==> src/rtl/srs_pkg.sv <==
// Package: shared state encoding of the status readout sequencer.
// Assumes: one sequencer state register per instance.
package srs_pkg;

    // Phases of one read: capture, transfer, select setup, shift.
    typedef enum logic [2:0] {
        ST_IDLE  = 3'd0,
        ST_CAPT  = 3'd1,
        ST_LOAD  = 3'd2,
        ST_SETUP = 3'd3,
        ST_SHIFT = 3'd4
    } rd_state_t;

endpackage

==> src/rtl/srs_sclk_gen.sv <==
// Module: shift clock generator.
// Produces a low-idle shift clock with a period of 2*SCLK_HALF system
// clocks while enabled. It flags the system-clock edge on which the
// shift clock falls.
// Assumes: SCLK_HALF >= 1; en is a registered, glitch-free level.
module srs_sclk_gen #(
    parameter int SCLK_HALF = 2
) (
    input  logic clk,
    input  logic rst_n,
    input  logic en,
    output logic sclk,
    output logic fall_tick
);
    localparam int CNT_W = (SCLK_HALF > 1) ? $clog2(SCLK_HALF) : 1;
    localparam logic [CNT_W-1:0] CNT_TOP = CNT_W'(SCLK_HALF - 1);

    logic [CNT_W-1:0] half_cnt;
    logic             sclk_q;

    // Count half-periods and toggle the clock at each wrap; park low when off.
    always_ff @(posedge clk) begin
        if (!rst_n || !en) begin
            half_cnt <= '0;
            sclk_q   <= 1'b0;
        end else if (half_cnt == CNT_TOP) begin
            half_cnt <= '0;
            sclk_q   <= ~sclk_q;
        end else begin
            half_cnt <= half_cnt + 1'b1;
        end
    end

    // The high-to-low transition happens on this edge.
    always_comb fall_tick = en && sclk_q && (half_cnt == CNT_TOP);

    assign sclk = sclk_q;
endmodule

==> src/rtl/srs_collect.sv <==
// Module: serial collector.
// Shifts the serial input in, MSB first, on every falling-edge tick. At the
// final tick it publishes the full word and raises a one-cycle done flag.
// Assumes: last_bit only coincides with fall_tick.
module srs_collect #(
    parameter int WORD_W = 16
) (
    input  logic              clk,
    input  logic              rst_n,
    input  logic              fall_tick,
    input  logic              last_bit,
    input  logic              sdi,
    output logic [WORD_W-1:0] rd_word,
    output logic              done
);
    logic [WORD_W-1:0] acc_q;
    logic [WORD_W-1:0] acc_nx;

    // Next accumulator value with the current serial bit appended.
    always_comb acc_nx = {acc_q[WORD_W-2:0], sdi};

    // Accumulate bits and publish the completed word together with done.
    always_ff @(posedge clk) begin
        if (!rst_n) begin
            acc_q   <= '0;
            rd_word <= '0;
            done    <= 1'b0;
        end else begin
            done <= 1'b0;
            if (fall_tick) begin
                acc_q <= acc_nx;
                if (last_bit) begin
                    rd_word <= acc_nx;
                    done    <= 1'b1;
                end
            end
        end
    end
endmodule

==> src/rtl/srs_fsm.sv <==
// Module: readout sequencer.
// Orders the capture strobe, the load-mode window, the select setup and the
// shift phase. It counts shifted bits and arranges the next-word capture
// in continuous mode.
// Assumes: fall_tick comes from a generator enabled by sclk_en.
module srs_fsm
    import srs_pkg::*;
#(
    parameter int WORD_W = 16,
    parameter int LOAD_W = 4
) (
    input  logic              clk,
    input  logic              rst_n,
    input  logic              req_start,
    input  logic              cont_mode,
    input  logic [LOAD_W-1:0] load_cycles,
    input  logic              fall_tick,
    output logic              busy,
    output logic              snap_strb,
    output logic              xfer_n,
    output logic              sel_n,
    output logic              sclk_en,
    output logic              last_bit
);
    localparam int BIT_W = $clog2(WORD_W);
    localparam logic [BIT_W-1:0] BIT_LAST = BIT_W'(WORD_W - 1);

    rd_state_t         state;
    logic [LOAD_W-1:0] ld_cnt;
    logic [LOAD_W-1:0] ld_len;
    logic [BIT_W-1:0]  bit_cnt;
    logic              busy_q;
    logic              mid_cap_q;
    logic              chain_q;
    logic              first_fall;

    // Effective load window: a zero request still gets one cycle.
    always_comb ld_len = (load_cycles == '0) ? LOAD_W'(1) : load_cycles;

    // Falling-edge tick for the first and the last bit of the current word.
    always_comb begin
        first_fall = (state == ST_SHIFT) && fall_tick && (bit_cnt == '0);
        last_bit   = (state == ST_SHIFT) && fall_tick && (bit_cnt == BIT_LAST);
    end

    // Walk through the read phases and count load cycles and shifted bits.
    always_ff @(posedge clk) begin
        if (!rst_n) begin
            state     <= ST_IDLE;
            ld_cnt    <= '0;
            bit_cnt   <= '0;
            busy_q    <= 1'b0;
            mid_cap_q <= 1'b0;
            chain_q   <= 1'b0;
        end else begin
            mid_cap_q <= first_fall && cont_mode;
            unique case (state)
                ST_IDLE: begin
                    if (req_start) begin
                        state   <= ST_CAPT;
                        busy_q  <= 1'b1;
                        chain_q <= 1'b0;
                    end
                end
                ST_CAPT: begin
                    state  <= ST_LOAD;
                    ld_cnt <= LOAD_W'(1);
                end
                ST_LOAD: begin
                    if (ld_cnt >= ld_len) begin
                        state <= ST_SETUP;
                    end else begin
                        ld_cnt <= ld_cnt + 1'b1;
                    end
                end
                ST_SETUP: begin
                    state   <= ST_SHIFT;
                    bit_cnt <= '0;
                end
                ST_SHIFT: begin
                    if (fall_tick) begin
                        if (bit_cnt == BIT_LAST) begin
                            bit_cnt <= '0;
                            if (chain_q) begin
                                state   <= ST_LOAD;
                                ld_cnt  <= LOAD_W'(1);
                                chain_q <= 1'b0;
                            end else begin
                                state  <= ST_IDLE;
                                busy_q <= 1'b0;
                            end
                        end else begin
                            bit_cnt <= bit_cnt + 1'b1;
                            if (bit_cnt == '0) begin
                                chain_q <= cont_mode;
                            end
                        end
                    end
                end
                default: state <= ST_IDLE;
            endcase
        end
    end

    // Decode the external strobes from the registered phase.
    always_comb begin
        snap_strb = (state == ST_CAPT) || mid_cap_q;
        xfer_n    = (state != ST_LOAD);
        sel_n     = !((state == ST_SETUP) || (state == ST_SHIFT));
        sclk_en   = (state == ST_SHIFT);
        busy      = busy_q;
    end
endmodule

==> src/rtl/status_readout_seq.sv <==
// Module: serial status readout sequencer (top).
// Reads one status word (or back-to-back words) from an external
// latch-plus-shift register pair over a select/clock/data link.
// Assumes: the external register shifts its next bit out after each falling
// edge of sclk and drives sdi only while sel_n is low.
module status_readout_seq #(
    parameter int WORD_W    = 16,
    parameter int LOAD_W    = 4,
    parameter int SCLK_HALF = 2
) (
    input  logic              clk,
    input  logic              rst_n,
    input  logic              req_start,
    input  logic              cont_mode,
    input  logic [LOAD_W-1:0] load_cycles,
    output logic              busy,
    output logic              done,
    output logic [WORD_W-1:0] rd_word,
    output logic              snap_strb,
    output logic              xfer_n,
    output logic              sel_n,
    output logic              sclk,
    input  logic              sdi
);
    logic sclk_en;
    logic fall_tick;
    logic last_bit;

    // Phase sequencing and strobe generation.
    srs_fsm #(.WORD_W(WORD_W), .LOAD_W(LOAD_W)) u_fsm (
        .clk(clk), .rst_n(rst_n), .req_start(req_start),
        .cont_mode(cont_mode), .load_cycles(load_cycles),
        .fall_tick(fall_tick), .busy(busy), .snap_strb(snap_strb),
        .xfer_n(xfer_n), .sel_n(sel_n), .sclk_en(sclk_en),
        .last_bit(last_bit)
    );

    // Divided shift clock.
    srs_sclk_gen #(.SCLK_HALF(SCLK_HALF)) u_sclk (
        .clk(clk), .rst_n(rst_n), .en(sclk_en),
        .sclk(sclk), .fall_tick(fall_tick)
    );

    // Serial-to-parallel assembly.
    srs_collect #(.WORD_W(WORD_W)) u_col (
        .clk(clk), .rst_n(rst_n), .fall_tick(fall_tick),
        .last_bit(last_bit), .sdi(sdi), .rd_word(rd_word), .done(done)
    );
endmodule

==> config.mk <==
export PLATFORM = sky130hd
export DESIGN_NAME = status_readout_seq
export DESIGN_NICKNAME = d
export VERILOG_FILES = /design/src/rtl/srs_pkg.sv /design/src/rtl/srs_sclk_gen.sv /design/src/rtl/srs_collect.sv /design/src/rtl/srs_fsm.sv /design/src/rtl/status_readout_seq.sv
export SDC_FILE = /design/constraint.sdc
export NUM_CORES = 1
export LEC_CHECK = 0
export BUFFER_PORTS_ARGS = -buffer_cell sky130_fd_sc_hd__buf_4
export CORE_MARGIN = 4
export CORE_UTILIZATION = 35
export CTS_CLUSTER_SIZE = 25
export DETAILED_ROUTE_END_ITERATION = 12
export GPL_TIMING_DRIVEN = 0
export PLACE_DENSITY = 0.53
export SLEW_MARGIN = 30
export SYNTH_ARGS = -nofsm -noshare
export SYNTH_HDL_FRONTEND = slang
export SYNTH_SLANG_ARGS = --single-unit
==> constraint.sdc <==
create_clock -name clk -period 3.3 [get_ports clk]
set_input_delay 0.66 -clock clk [delete_from_list [all_inputs] [get_ports clk]]
set_output_delay 0.66 -clock clk [all_outputs]
set_load 0.005 [all_outputs]
==> results of run 1 <==
layer usage:
| layer | GRT usage (%) | up-vias | wire, um |
|---|---|---|---|
| met5 | 0 | - | 0 |
| met4 | 4.881 | 0 | 53 |
| met3 | 3.027 | 4 | 180 |
| met2 | 20.29 | 30 | 2021 |
| met1 | 18.28 | 804 | 2314 |
| li1 | - | 942 | - |
cell type report:
cell class	count	area, um^2
clock inverter	2	12.51
fill	640	3397
buffer	14	78.83
multi-input combinational	189	1120
tap	75	93.84
inverter	9	33.78
clock buffer	5	68.82
sequential	48	960.9
timing repair buffer	30	225.2
state kept, by name, indices dropped and copies added (netlist names), 3 cells and up:
register / cells
u_col.acc_q: 15
u_fsm.bit_cnt: 4
u_fsm.state: 3
u_fsm.ld_cnt: 4
u_col.rd_word: 16
stage by stage:
step / hold WS [ns] / total power [mW] / cell area (um^2) / utilization (%) / std cells
finish: 0.4551 / 1.047 / 2594 / 43.30 / 372
global route: 0.4879 / 1.105 / 2594 / 43.30 / 372
CTS: 0.4610 / 1.068 / 2594 / 43.30 / 372
detailed placement: 0.4481 / 0.7230 / 2512 / 41.94 / 365
global placement: 0.4451 / 0.7220 / 2512 / 41.94 / 365
floorplan: 0.4310 / 0.6873 / 2193 / - / 260
report_power, final:
| part | total (mW) | internal [mW] | switching [mW] |
|---|---|---|---|
| clock network | 0.339 | 0.144 | 0.195 |
| logic | 0.115 | 0.0560 | 0.0592 |
| registers | 0.593 | 0.587 | 0.00590 |
synthesized netlist by cell type (all sizes together):
library cell | number | area share [%]
a21o | 1 | 0.34
nand4b | 1 | 0.40
nand3 | 10 | 2.9
nand4 | 1 | 0.29
o21bai | 1 | 0.34
nor2 | 15 | 2.9
or3 | 2 | 0.57
nor3 | 2 | 0.46
nor3b | 3 | 1.8
buf | 7 | 2.4
nand2 | 74 | 13
o22ai | 2 | 0.57
nand2b | 3 | 1.2
and3 | 1 | 0.29
o221a | 1 | 0.51
o2111ai | 1 | 0.40
a31oi | 1 | 0.29
o21a | 3 | 1.0
a2111oi | 2 | 1.7
nor2b | 2 | 0.57
o41ai | 1 | 0.40
and2 | 3 | 0.86
or4 | 1 | 0.34
xnor2 | 1 | 0.40
a31o | 1 | 0.40
a21boi | 34 | 12
or2 | 1 | 0.29
a21oi | 6 | 1.4
dfxtp | 48 | 44
ha | 7 | 4.0
inv | 9 | 1.5
a22oi | 1 | 0.34
or3b | 1 | 0.51
nor4 | 1 | 0.29
o21ai | 5 | 1.1
clkbuf | 7 | 1.2
placed cells by master (no fill, tap or decap), types with 2 or more instances in the layout:
| cell | instances |
|---|---|
| and2_1 | 3 |
| buf_6 | 2 |
| nand3_1 | 9 |
| buf_4 | 32 |
| nor2b_1 | 2 |
| nand2_1 | 74 |
| a21oi_1 | 6 |
| o21ai_0 | 5 |
| a21boi_1 | 10 |
| nor3_1 | 2 |
| nand2b_1 | 2 |
| a21boi_0 | 24 |
| nor2_1 | 14 |
| dfxtp_1 | 48 |
| o21a_1 | 3 |
| inv_1 | 9 |
| buf_2 | 3 |
| o22ai_1 | 2 |
| clkbuf_8 | 5 |
| clkbuf_1 | 7 |
| or3_1 | 2 |
| ha_1 | 7 |
worst register-to-register path: cells and delay by family (launching register included):
| family | cells | cell delay [ns] |
|---|---|---|
| and+or+nand+nor | 4 | 0.89 |
| DFF | 1 | 0.41 |
| AOI/OAI and AO/OA | 1 | 0.34 |
| adders and majority gates | 1 | 0.26 |
| buffers and inverters | 1 | 0.06 |
kinds of logic after synthesis:
group / share of synthesized area [%]
AND/OR/NAND/NOR: 26.24
AO/OA/AOI/OAI: 20.42
flip-flops: 43.81
buffers and inverters: 5.134
adder cells (fa/ha/maj): 3.993
XOR/XNOR: 0.3994
final timing paths:
check,cells after the start,startpoint,endpoint
worst min register to register,2,u_col.rd_word[14]$_SDFFE_PN0P_,u_col.rd_word[14]$_SDFFE_PN0P_
worst max register to register,7,u_fsm.ld_cnt[0]$_SDFFE_PN0P_,u_fsm.ld_cnt[3]$_SDFFE_PN0P_
worst min-delay path,2,u_col.rd_word[14]$_SDFFE_PN0P_,u_col.rd_word[14]$_SDFFE_PN0P_
worst max-delay path,9,load_cycles[2],u_fsm.ld_cnt[3]$_SDFFE_PN0P_
==> PnR_summary.wiki, run 1 <==
{| class="wikitable"
! Metric !! Value
|-
| Result of the run || completed
|-
| Max transition margin || 67.04%
|-
| TritonCTS Buffers || 5
|-
| HPWL after DPL || approximately 3300 um
|-
| Area Overhead vs Synth || 18.25%
|-
| Wire length of the first global-routing pass || 8031 um
|-
| Vertical extent of the die || 87.16 um
|-
| Worst Slack Setup Final || 1.011 ns
|-
| Time the final worst path needs with I/O delays and setup || 2.289 ns
|-
| Average routed wire per standard cell || 12.28 um
|-
| Cell area after synthesis || 2193 um^2
|-
| Mean instance size in the synthesized netlist || 8.436 um^2
|-
| Number of register bits inferred by synthesis || 48
|-
| Final setup violation count || 0
|-
| Buffer levels on the longest clock path || 2
|-
| Floorplan die area || 7597 um^2
|-
| Clk slew on worst S/H paths || 0.09 ns
|-
| Deepest level of the CTS H-tree || 2
|-
| Starting density of the core || 36.61%
|-
| Share of the yosys chip area belonging to registers || 43.81%
|-
| Max Freq || about 440 MHz
|-
| Data arrival, critical path || 2.54 ns
|-
| RSZ-0062 raised after global routing || no
|-
| Total number of nets in the final design || between 300 and 400
|-
| CP Buf/Inv Count || 2
|-
| Setup Buffers After CTS || 0
|-
| Horizontal extent of the die || 87.16 um
|-
| Leakage || around 0.95 nW
|-
| Number of antenna diodes || 0
|-
| Place WS || between 0.6 and 0.7 ns
|-
| Maximum number of pins on one net before global-route repair || 15
|-
| Post-DRT Antenna Nets || 0
|-
| Crit path max fanout || 6
|-
| Number of warnings reported in the yosys synthesis log || 0
|-
| Area of the core region || 5991 um^2
|-
| Number of buffers inserted by hold repair at cts || 0
|-
| Cell type group with the largest total delay on the critical path || simple AND/OR/NAND/NOR gates
|-
| DRC violations left || 0
|-
| Hold WC Path Type || flop to flop
|-
| Sum of negative setup slack || 0 ns
|-
| Worst path slowest cell || or4_1
|-
| Setup slack of the worst register-to-register path || 1.28 ns
|-
| CTS tree || yes
|-
| Power per cell area || slightly above 400 nW/um^2
|-
| Vias after detailed routing || 1780
|-
| Gate count after technology mapping || 260
|-
| Largest stage delay on the critical path || 0.52 ns
|-
| CTS Root Buffer Type || clkbuf_8
|-
| Peak ir drop on the vdd network || 158.7 uV
|-
| Required time of the critical path || 3.55 ns
|-
| Top-level I/O count || 31
|-
| Initial antenna violation count || 0
|-
| Type of the worst setup path || primary input to flop
|-
| Kind of capture point of the worst setup path || flop
|-
| Count of port buffers added during placement || 30
|-
| Number of global-route vias before repair || between 1500 and 2000
|-
| Worst-Skew Late Latency || 0.30 ns
|-
| First-pass iteration count of the detailed router || 4
|-
| Reported max-cap violation count || 0
|-
| Count of instances resized after the clock tree is built || 0
|-
| Max-slew violations || 0
|-
| Clock sinks || 48
|-
| Violation count after the first detailed-route iteration || 102
|-
| Final-report hold violation count || 0
|-
| Average via count per standard cell || 4.785
|-
| Max Clock Skew || between 0.008 and 0.009 ns
|-
| Fraction of final layout cells sized beyond drive strength 1 || 18.18%
|-
| Final GP Congestion || 0.7540
|-
| Transition time of the tightest slew-check pin || 0.4943 ns
|-
| Remaining Overflow, GRT || 0
|-
| Synth Net Count || 276
|-
| Final routed wirelength across all metal layers || 4569 um
|-
| Unique cell type count in the Yosys netlist || 45
|-
| Startpoint class of the critical path || primary input
|-
| Global routing usage summed across all routing layers || 13.28%
|-
| Number of rows in the core area || 28
|-
| Cells along the critical path || buf_4 > inv_1 > a31o_2 > ha_1 > nand2b_4 > a2111oi_4 > nor2_1 > or4_1 > nand3_1
|-
| Share of the cycle needed by the critical path after routing || between 60% and 70%
|}
Note: power is estimated with default switching activity, not from simulation.
==> run 2: changes to the inputs <==
--- a/config.mk
+++ b/config.mk
@@ -5,13 +5,14 @@
 export SDC_FILE = /design/constraint.sdc
 export NUM_CORES = 1
 export LEC_CHECK = 0
+export ABC_AREA = 1
 export BUFFER_PORTS_ARGS = -buffer_cell sky130_fd_sc_hd__buf_4
 export CORE_MARGIN = 4
 export CORE_UTILIZATION = 35
 export CTS_CLUSTER_SIZE = 25
 export DETAILED_ROUTE_END_ITERATION = 12
 export GPL_TIMING_DRIVEN = 0
-export PLACE_DENSITY = 0.53
+export PLACE_DENSITY = 0.55
 export SLEW_MARGIN = 30
 export SYNTH_ARGS = -nofsm -noshare
 export SYNTH_HDL_FRONTEND = slang
==> constraint.sdc (replaced) <==
create_clock -name clk -period 2 [get_ports clk]
set_input_delay 0.4 -clock clk [delete_from_list [all_inputs] [get_ports clk]]
set_output_delay 0.4 -clock clk [all_outputs]
set_load 0.005 [all_outputs]
==> run 2 against run 1 <==
Effect of this change:
- register-to-register slack worse by 1.0 ns
- highest routed layer unchanged
- first-iteration DRC count decreased by 4.9%
- setup slack lost 0.74 ns
- largest cell class is now flip-flops and latches
- sequential power is 84% higher
- synthesized cell count up 6.2%
- via count rose by 0.79%
- worst hold slack got worse by 0.16 ns
- synthesized area decreased by 4.4%
==> PnR_summary.wiki, run 2 <==
{| class="wikitable"
! Metric !! Value
|-
| Result of the run || completed (unchanged)
|-
| Number of global-route vias before repair || 1610 (was 1738)
|-
| Fraction of final layout cells sized beyond drive strength 1 || 17.89% (was 18.18%)
|-
| Average routed wire per standard cell || 11.85 um (was 12.28 um)
|-
| Floorplan die area || 7294 um^2 (was 7597 um^2)
|-
| Number of buffers inserted by hold repair at cts || 0 (unchanged)
|-
| Part of the total power dissipated in sequential elements || 48.0% (was 56.6%)
|-
| Remaining Overflow, GRT || 0 (unchanged)
|-
| RSZ-0062 raised after global routing || no (unchanged)
|-
| Net Sw Frac || 32.86% (was 24.85%)
|-
| Area Overhead vs Synth || 19.33% (was 18.25%)
|-
| First-pass iteration count of the detailed router || 4 (unchanged)
|-
| Count leader, synth || dfxtp_1 (was nand2_1)
|-
| Reported max-cap violation count || 0 (unchanged)
|-
| Required time of the critical path || 2.17 ns (was 3.55 ns)
|-
| Total number of nets in the final design || 328 (was 313)
|-
| Maximum number of pins on one net before global-route repair || 16 (was 15)
|-
| Vias after detailed routing || 1794 (was 1780)
|-
| Top reg by flops || u_col.rd_word (unchanged)
|-
| EDFF count, synth || 0 (unchanged)
|-
| Unique cell type count in the Yosys netlist || 28 (was 45)
|-
| Buffer levels on the longest clock path || 2 (unchanged)
|-
| Cell area after synthesis || 2097 um^2 (was 2193 um^2)
|-
| Share of the cycle needed by the critical path after routing || a little under nine tenths
|-
| Post-synth top area share || 45.82% (was 43.81%)
|-
| Area of the core region || 5642 um^2 (was 5991 um^2)
|-
| Mean instance size in the synthesized netlist || 7.598 um^2 (was 8.436 um^2)
|-
| Transition time of the tightest slew-check pin || 0.5621 ns (was 0.4943 ns)
|-
| Vertical extent of the die || 85.41 um (was 87.16 um)
|-
| Crit path max fanout || 4 (was 6)
|-
| Clk slew on worst S/H paths || 0.09 ns (about the same)
|-
| Starting density of the core || 37.17% (was 36.61%)
|-
| Cell type with the highest aggregate area in the netlist || dfxtp_1 (unchanged)
|-
| Top library cells by usage in the layout, fill and taps aside || 48 x dfxtp_1, 45 x nand2_1, 38 x inv_1 (was 74 x nand2_1, 48 x dfxtp_1, 32 x buf_4)
|-
| Clk pwr share || 27.6% (was 32.4%)
|-
| Share of total power in combinational logic || 24.4% (was 11.0%)
|-
| HPWL after DPL || 3352 um (was 3303 um)
|-
| Setup slack of the worst register-to-register path || 0.28 ns (was 1.28 ns)
|-
| Setup Buffers After CTS || 0 (unchanged)
|-
| Type of the worst setup path || flop to flop (was primary input to flop)
|-
| Clock sinks || 48 (unchanged)
|-
| Peak ir drop on the vdd network || 510.0 uV (was 158.7 uV)
|-
| Power consumption || 2.264 mW (was 1.047 mW)
|-
| Initial antenna violation count || 0 (unchanged)
|-
| Largest cells by area after synthesis || dfxtp_1 46%, nand2_1 8.1%, inv_1 6.8% (was dfxtp_1 44%, nand2_1 13%, a21boi_0 8.2%)
|-
| Worst-Skew Late Latency || 0.30 ns (about the same)
|-
| Number of antenna diodes || 0 (unchanged)
|-
| Deepest level of the CTS H-tree || 2 (unchanged)
|-
| Final-report hold violation count || 0 (unchanged)
|-
| Final GP Congestion || 0.7962 (was 0.7540)
|-
| Sum of negative setup slack || 0 ns (unchanged)
|-
| Post-synth ARST share || 0% (unchanged)
|-
| Top_reg_cell synth || dfxtp_1 (unchanged)
|-
| DRC violations left || 0 (unchanged)
|-
| Final routed wirelength across all metal layers || 4562 um (was 4569 um)
|-
| CTS Root Buffer Type || clkbuf_8 (unchanged)
|-
| Count of port buffers added during placement || 29 (was 30)
|-
| Fin util || 44.36% (was 43.30%)
|-
| Hold WC Path Type || primary input to flop (was flop to flop)
|-
| Number of rows in the core area || 27 (was 28)
|-
| Final setup violation count || 0 (unchanged)
|-
| Share of the yosys chip area belonging to registers || 45.82% (was 43.81%)
|-
| Most common cell after layout, fill and taps aside || dfxtp_1 (was nand2_1)
|-
| Count of instances resized after the clock tree is built || 0 (unchanged)
|-
| Sw Pwr || 0.7439 mW (was 0.2601 mW)
|-
| Horizontal extent of the die || 85.41 um (was 87.16 um)
|-
| Number of flip-flops in the largest register || 16 (unchanged)
|-
| Synth Net Count || 292 (was 276)
|-
| Time the final worst path needs with I/O delays and setup || 1.725 ns
|-
| Leakage || 1.165 nW (was 0.9526 nW)
|-
| Max-slew violations || 0 (unchanged)
|-
| Top cell types by occurrence after synthesis || 48 x dfxtp_1, 45 x nand2_1, 38 x inv_1 (was 74 x nand2_1, 48 x dfxtp_1, 24 x a21boi_0)
|-
| Max transition margin || 62.53% (was 67.04%)
|-
| Number of warnings reported in the yosys synthesis log || 0 (unchanged)
|-
| Kind of capture point of the worst setup path || flop (unchanged)
|-
| Data arrival, critical path || 1.90 ns (was 2.54 ns)
|-
| Post-DRT Antenna Nets || 0 (unchanged)
|-
| Wire length of the first global-routing pass || 7479 um (was 8031 um)
|-
| Gate count after technology mapping || 276 (was 260)
|-
| Global routing usage summed across all routing layers || 12.79% (was 13.28%)
|-
| Number of register bits inferred by synthesis || 48 (unchanged)
|-
| Registers with the most flip-flops || u_col.rd_word (16), u_col.acc_q (15) (unchanged)
|-
| Max Freq || 579.8 MHz
|-
| TritonCTS Buffers || 5 (unchanged)
|-
| Max Clock Skew || 0.005353 ns (was 0.008108 ns)
|-
| Average via count per standard cell || 4.660 (was 4.785)
|-
| Power per cell area || 904.5 nW/um^2 (was 403.6 nW/um^2)
|-
| Top-level I/O count || 31 (unchanged)
|-
| Startpoint class of the critical path || flop (was primary input)
|-
| Internal Dissipation || 1.520 mW (was 0.7868 mW)
|-
| Violation count after the first detailed-route iteration || 97 (was 102)
|-
| CTS tree || yes (unchanged)
|}
## run 2: cell count changes after synthesis, moves of 6 or more
cell	previous run	this run
inv_1	9	38
nand2_1	74	45
a21boi_0	24	0
a21oi_1	6	28
o21ai_0	5	21
nand3_1	9	24
nor2_1	14	26
a21boi_1	10	0
o21ai_1	0	6
## run 2: final timing paths
kind,startpoint,endpoint,depth (start not counted)
setup / recovery,u_fsm.bit_cnt[1]$_SDFFE_PN0P_,u_fsm.ld_cnt[3]$_SDFFE_PN0P_,8
setup reg to reg,u_fsm.bit_cnt[1]$_SDFFE_PN0P_,u_fsm.ld_cnt[3]$_SDFFE_PN0P_,8
hold reg to reg,u_col.acc_q[13]$_SDFFE_PN0P_,u_col.rd_word[14]$_SDFFE_PN0P_,2
hold / removal,sdi,u_col.rd_word[0]$_SDFFE_PN0P_,3
## run 2: power by group through the flow
| stage | clock network, mW | logic [mW] | registers [mW] |
|---|---|---|---|
| 6_report | 0.625 | 0.553 | 1.09 |
| 4_1_cts | 0.643 | 0.555 | 1.09 |
| 5_1_grt | 0.665 | 0.629 | 1.10 |
| 2_1_floorplan | 0 | 0.409 | 1.10 |
| 3_5_place_dp | 0 | 0.551 | 1.11 |
| 3_3_place_gp | 0 | 0.554 | 1.11 |
## run 2: worst max-delay path, cell delays in order, from the launching register on
cell	delay, ns
dfxtp_1	0.37
ha_1	0.20
nand3_1	0.26
nand3_1	0.21
nand2_1	0.11
nor2_2	0.18
nand2_1	0.13
nand2_1	0.08
a21oi_1	0.06
## run 2: area by class of cell
type                    instances  area [um^2]
fillers                       583         3139
plain buffers                  10        70.07
clock inverters                 2        15.01
flip-flops and latches         48        960.9
repair buffers                 29        217.7
inverters                      40        152.6
clock buffers                   6        82.58
well taps                      72        90.09
multi-input cells             178        913.4
## run 2: metrics by stage
step / setup WS [ns] / cells / hold WS (ns) / area [um^2]
floorplan: 0.4435 / 276 / 0.4259 / 2097
global placement: 0.1879 / 377 / 0.4412 / 2405
detailed placement: 0.1674 / 377 / 0.4531 / 2405
CTS: 0.2749 / 385 / 0.2909 / 2502
global route: 0.1126 / 385 / 0.3133 / 2502
finish: 0.2752 / 385 / 0.2959 / 2502
## run 2: per-layer routing
metal | vias up | track usage (%) | part of all wire, %
met5 | - | 0 | 0
met4 | 0 | 3.453 | 1.2
met3 | 5 | 3.495 | 5.7
met2 | 33 | 19.49 | 42
met1 | 800 | 17.75 | 51
li1 | 956 | - | -
## run 2: cell families after synthesis
kind of cell               share of synthesized area [%]
and+or+nand+nor                                    25.06
AOI/OAI and AO/OA                                  14.32
buffers and inverters                              10.62
DFF                                                45.82
adders and majority gates                          4.176
==> run 3: changes to the inputs <==
--- a/config.mk
+++ b/config.mk
@@ -13,7 +13,9 @@
 export DETAILED_ROUTE_END_ITERATION = 12
 export GPL_TIMING_DRIVEN = 0
 export PLACE_DENSITY = 0.55
+export SETUP_SLACK_MARGIN = 0.5
 export SLEW_MARGIN = 30
 export SYNTH_ARGS = -nofsm -noshare
 export SYNTH_HDL_FRONTEND = slang
+export SYNTH_HIERARCHICAL = 1
 export SYNTH_SLANG_ARGS = --single-unit
==> run 3 against run 2 <==
Effect of this change:
- synthesized cell count up 5.4%
- critical path depth down 2
- critical path type is now flop to output pin
- sequential share of layout area fell by 5.2 points
- clock skew up 0.0055 ns
==> PnR_summary.wiki, run 3 <==
{| class="wikitable"
! Metric !! Value
|-
| Result of the run || completed (unchanged)
|-
| Top-level I/O count || 31 (unchanged)
|-
| Peak ir drop on the vdd network || 455.3 uV (was 510.0 uV)
|-
| Count leader, synth || nand2_1 (was dfxtp_1)
|-
| Power per cell area || 878.7 nW/um^2 (was 904.5 nW/um^2)
|-
| Number of flip-flops in the largest register || 16 (unchanged)
|-
| Horizontal extent of the die || 87.19 um (was 85.41 um)
|-
| Required time of the critical path || 1.60 ns (was 2.17 ns)
|-
| Final-report hold violation count || 0 (unchanged)
|-
| Unique cell type count in the Yosys netlist || 30 (was 28)
|-
| EDFF count, synth || 0 (unchanged)
|-
| Remaining Overflow, GRT || 0 (unchanged)
|-
| Final GP Congestion || 0.8081 (was 0.7962)
|-
| Starting density of the core || 36.63% (was 37.17%)
|-
| Clk slew on worst S/H paths || 0.10 ns (was 0.09 ns)
|-
| Number of rows in the core area || 28 (was 27)
|-
| Synth Area in XOR/XNOR || 0% (unchanged)
|-
| Vertical extent of the die || 87.19 um (was 85.41 um)
|-
| Initial antenna violation count || 0 (unchanged)
|-
| Finished Cell Area || 2920 um^2 (was 2502 um^2)
|-
| Top_reg_cell synth || dfxtp_1 (unchanged)
|-
| Kind of capture point of the worst setup path || output pin (was flop)
|-
| Proportion of synthesized area in mux cells || 0% (unchanged)
|-
| Leakage || 1.434 nW (was 1.165 nW)
|-
| Vias after detailed routing || 1946 (was 1794)
|-
| Floorplan die area || 7601 um^2 (was 7294 um^2)
|-
| Sum of negative setup slack || 0 ns (unchanged)
|-
| Worst-Skew Late Latency || 0.30 ns (about the same)
|-
| Complex-gate fraction of the synthesized area || 7.469% (was 14.32%)
|-
| Most common cell after layout, fill and taps aside || nand2_1 (was dfxtp_1)
|-
| Number of global-route vias before repair || 1729 (was 1610)
|-
| RSZ-0062 raised after global routing || yes (was no)
|-
| Deepest level of the CTS H-tree || 2 (unchanged)
|-
| Place WS || 0.1114 ns (was 0.1674 ns)
|-
| Final routed wirelength across all metal layers || 4789 um (was 4562 um)
|-
| Top library cells by usage in the layout, fill and taps aside || 64 x nand2_1, 49 x buf_4, 45 x nor2_1, 45 x dfxtp_1, 25 x inv_1 (was 48 x dfxtp_1, 45 x nand2_1, 38 x inv_1)
|-
| Worst Slack Setup Final || 0.4028 ns (was 0.2752 ns)
|-
| Crit path max fanout || 3 (was 4)
|-
| Post-synthesis adder-cell area fraction || 3.991% (was 4.177%)
|-
| Violation count after the first detailed-route iteration || 53 (was 97)
|-
| Synth Net Count || 307 (was 292)
|-
| Largest cells by area after synthesis || dfxtp_1 44%, nand2_1 12%, nor2_1 8.0% (was dfxtp_1 46%, nand2_1 8.1%, inv_1 6.8%)
|-
| Number of buffers inserted by hold repair at cts || 0 (unchanged)
|-
| Post-synth top area share || 43.79% (was 45.82%)
|-
| Reported max-cap violation count || 0 (unchanged)
|-
| Global routing usage summed across all routing layers || 12.88% (was 12.79%)
|-
| First-pass iteration count of the detailed router || 4 (unchanged)
|-
| Hold WC Path Type || primary input to flop (unchanged)
|-
| Max-slew violations || 0 (unchanged)
|-
| Post-route insts no fill || 425 (was 385)
|-
| Area of the core region || 5991 um^2 (was 5642 um^2)
|-
| Cell type with the highest aggregate area in the netlist || dfxtp_1 (unchanged)
|-
| Area Overhead vs Synth || 33.07% (was 19.33%)
|-
| Smallest hold slack || 0.3408 ns (was 0.2959 ns)
|-
| Main combinational cell family by area after synthesis || simple AND/OR/NAND/NOR gates (unchanged)
|-
| Final setup violation count || 0 (unchanged)
|-
| Wire length of the first global-routing pass || 7886 um (was 7479 um)
|-
| Power consumption || 2.566 mW (was 2.264 mW)
|-
| Top cell types by occurrence after synthesis || 68 x nand2_1, 48 x dfxtp_1, 47 x nor2_1 (was 48 x dfxtp_1, 45 x nand2_1, 38 x inv_1)
|-
| CTS Root Buffer Type || clkbuf_8 (unchanged)
|-
| Top reg by flops || u_col/rd_word (was u_col.rd_word)
|-
| Number of antenna diodes || 0 (unchanged)
|-
| Buffer levels on the longest clock path || 2 (unchanged)
|-
| Total number of nets in the final design || 365 (was 328)
|-
| Count of port buffers added during placement || 30 (was 29)
|-
| Fin util || 48.75% (was 44.36%)
|-
| Type of the worst setup path || flop to output pin (was flop to flop)
|-
| Placement Cell Area || 2541 um^2 (was 2405 um^2)
|-
| Time the final worst path needs with I/O delays and setup || 1.597 ns (was 1.725 ns)
|-
| Post-DRT Antenna Nets || 0 (unchanged)
|-
| Clock sinks || 48 (unchanged)
|-
| Max transition margin || 79.11% (was 62.53%)
|-
| DRC violations left || 0 (unchanged)
|-
| Max Freq || 626.1 MHz (was 579.8 MHz)
|-
| Startpoint class of the critical path || flop (unchanged)
|-
| Maximum number of pins on one net before global-route repair || 16 (unchanged)
|-
| Transition time of the tightest slew-check pin || 0.3134 ns (was 0.5621 ns)
|-
| Cell area after synthesis || 2195 um^2 (was 2097 um^2)
|-
| Data arrival, critical path || 1.20 ns (was 1.90 ns)
|-
| Cell Count Post-Placement || 396 (was 377)
|-
| Clk pwr share || 27.4% (was 27.6%)
|-
| Number of register bits inferred by synthesis || 48 (unchanged)
|-
| Post-synth ARST share || 0% (unchanged)
|-
| Fraction of final layout cells sized beyond drive strength 1 || 34.57% (was 17.89%)
|-
| Post-Synth Simple-Gate Area || 36.26% (was 25.06%)
|-
| Net Sw Frac || 31.97% (was 32.86%)
|-
| Layout fillers || 603 (was 583)
|-
| Registers with the most flip-flops || u_col/rd_word (16), u_col/acc_q (15) (was u_col.rd_word (16), u_col.acc_q (15))
|-
| Number of warnings reported in the yosys synthesis log || 6 (was 0)
|-
| Internal Dissipation || 1.746 mW (was 1.520 mW)
|-
| Mean instance size in the synthesized netlist || 7.542 um^2 (was 7.598 um^2)
|-
| Part of the total power dissipated in sequential elements || 43.3% (was 48.0%)
|-
| TritonCTS Buffers || 5 (unchanged)
|-
| CTS tree || yes (unchanged)
|-
| HPWL after DPL || 3196 um (was 3352 um)
|-
| Gate count after technology mapping || 291 (was 276)
|-
| Share of the yosys chip area belonging to registers || 43.79% (was 45.82%)
|-
| Max Clock Skew || 0.01083 ns (was 0.005353 ns)
|-
| Sw Pwr || 0.8203 mW (was 0.7439 mW)
|-
| Average routed wire per standard cell || 11.27 um (was 11.85 um)
|-
| Share of the cycle needed by the critical path after routing || 79.86% (was 86.24%)
|-
| Average via count per standard cell || 4.579 (was 4.660)
|-
| Share of total power in combinational logic || 29.3% (was 24.4%)
|}
==> run 3: path summary, 6_finish.rpt <==
| path | startpoint | end | slack (ns) | cells past startpoint |
|---|---|---|---|---|
| worst max register to register | u_fsm/state[1]$_SDFFE_PN0P_ | u_col/rd_word[10]$_SDFFE_PN0P_ | 0.41 | 12 |
| worst min register to register | u_sclk/half_cnt$_SDFF_PP0_ | u_sclk/half_cnt$_SDFF_PP0_ | 0.45 | 1 |
| worst max-delay path | u_fsm/state[1]$_SDFFE_PN0P_ | sel_n | 0.40 | 6 |
| worst min-delay path | sdi | u_col/rd_word[0]$_SDFFE_PN0P_ | 0.34 | 3 |
==> run 3: cell families (layout without fill, tap and decap cells) <==
logic type / Yosys count / after routing
simple gates: 168 / 168
flops: 48 / 48
buf+inv: 38 / 97
compound gates: 30 / 30
fa+ha+maj: 7 / 7
==> run 3: power by group through the flow <==
stage                     clock network [mW]  logic, mW  registers [mW]
final                                  0.703      0.752            1.11
after detailed placement                   0      0.599            1.13
after global placement                     0      0.593            1.13
after global routing                   0.775      0.854            1.12
after floorplan                            0      0.467            1.12
after CTS                              0.724      0.675            1.11
==> run 3: critical path: stages, from the launching register on <==
cell and delay (ns):
dfxtp_4 0.37, nor2_4 0.13, nand2_4 0.07, clkinv_4 0.06, buf_4 0.11, nor2_1 0.03
buf_4 0.12
==> run 3: metal layers <==
layer,routed length (um),vias up,global-route usage [%]
li1,-,1031,-
met1,2293,872,17.02
met4,38,0,3.347
met2,2229,39,20.98
met5,0,-,0
met3,227,4,3.217
==> run 3: layout make-up <==
class                      instances  area, um^2  share of cell area [%]
sequential                        48       969.7                   33.20
timing repair buffer              51       411.6                   14.10
clock inverter                     3       42.54                   1.457
buffer                             8       71.32                   2.442
multi-input combinational        205        1136                   38.90
clock buffer                       5       68.82                   2.356
tap                               75       93.84                   3.213
inverter                          30       126.4                   4.327
==> run 3: repair_timing <==
action | in CTS | in global routing
pin swaps | 10 | 15
hold endpoints to repair | 0 | 0
gates resized for setup | 9 | 20
setup endpoints to repair | 41 | 42
cloned | 1 | 2
setup buffers | 10 | 8
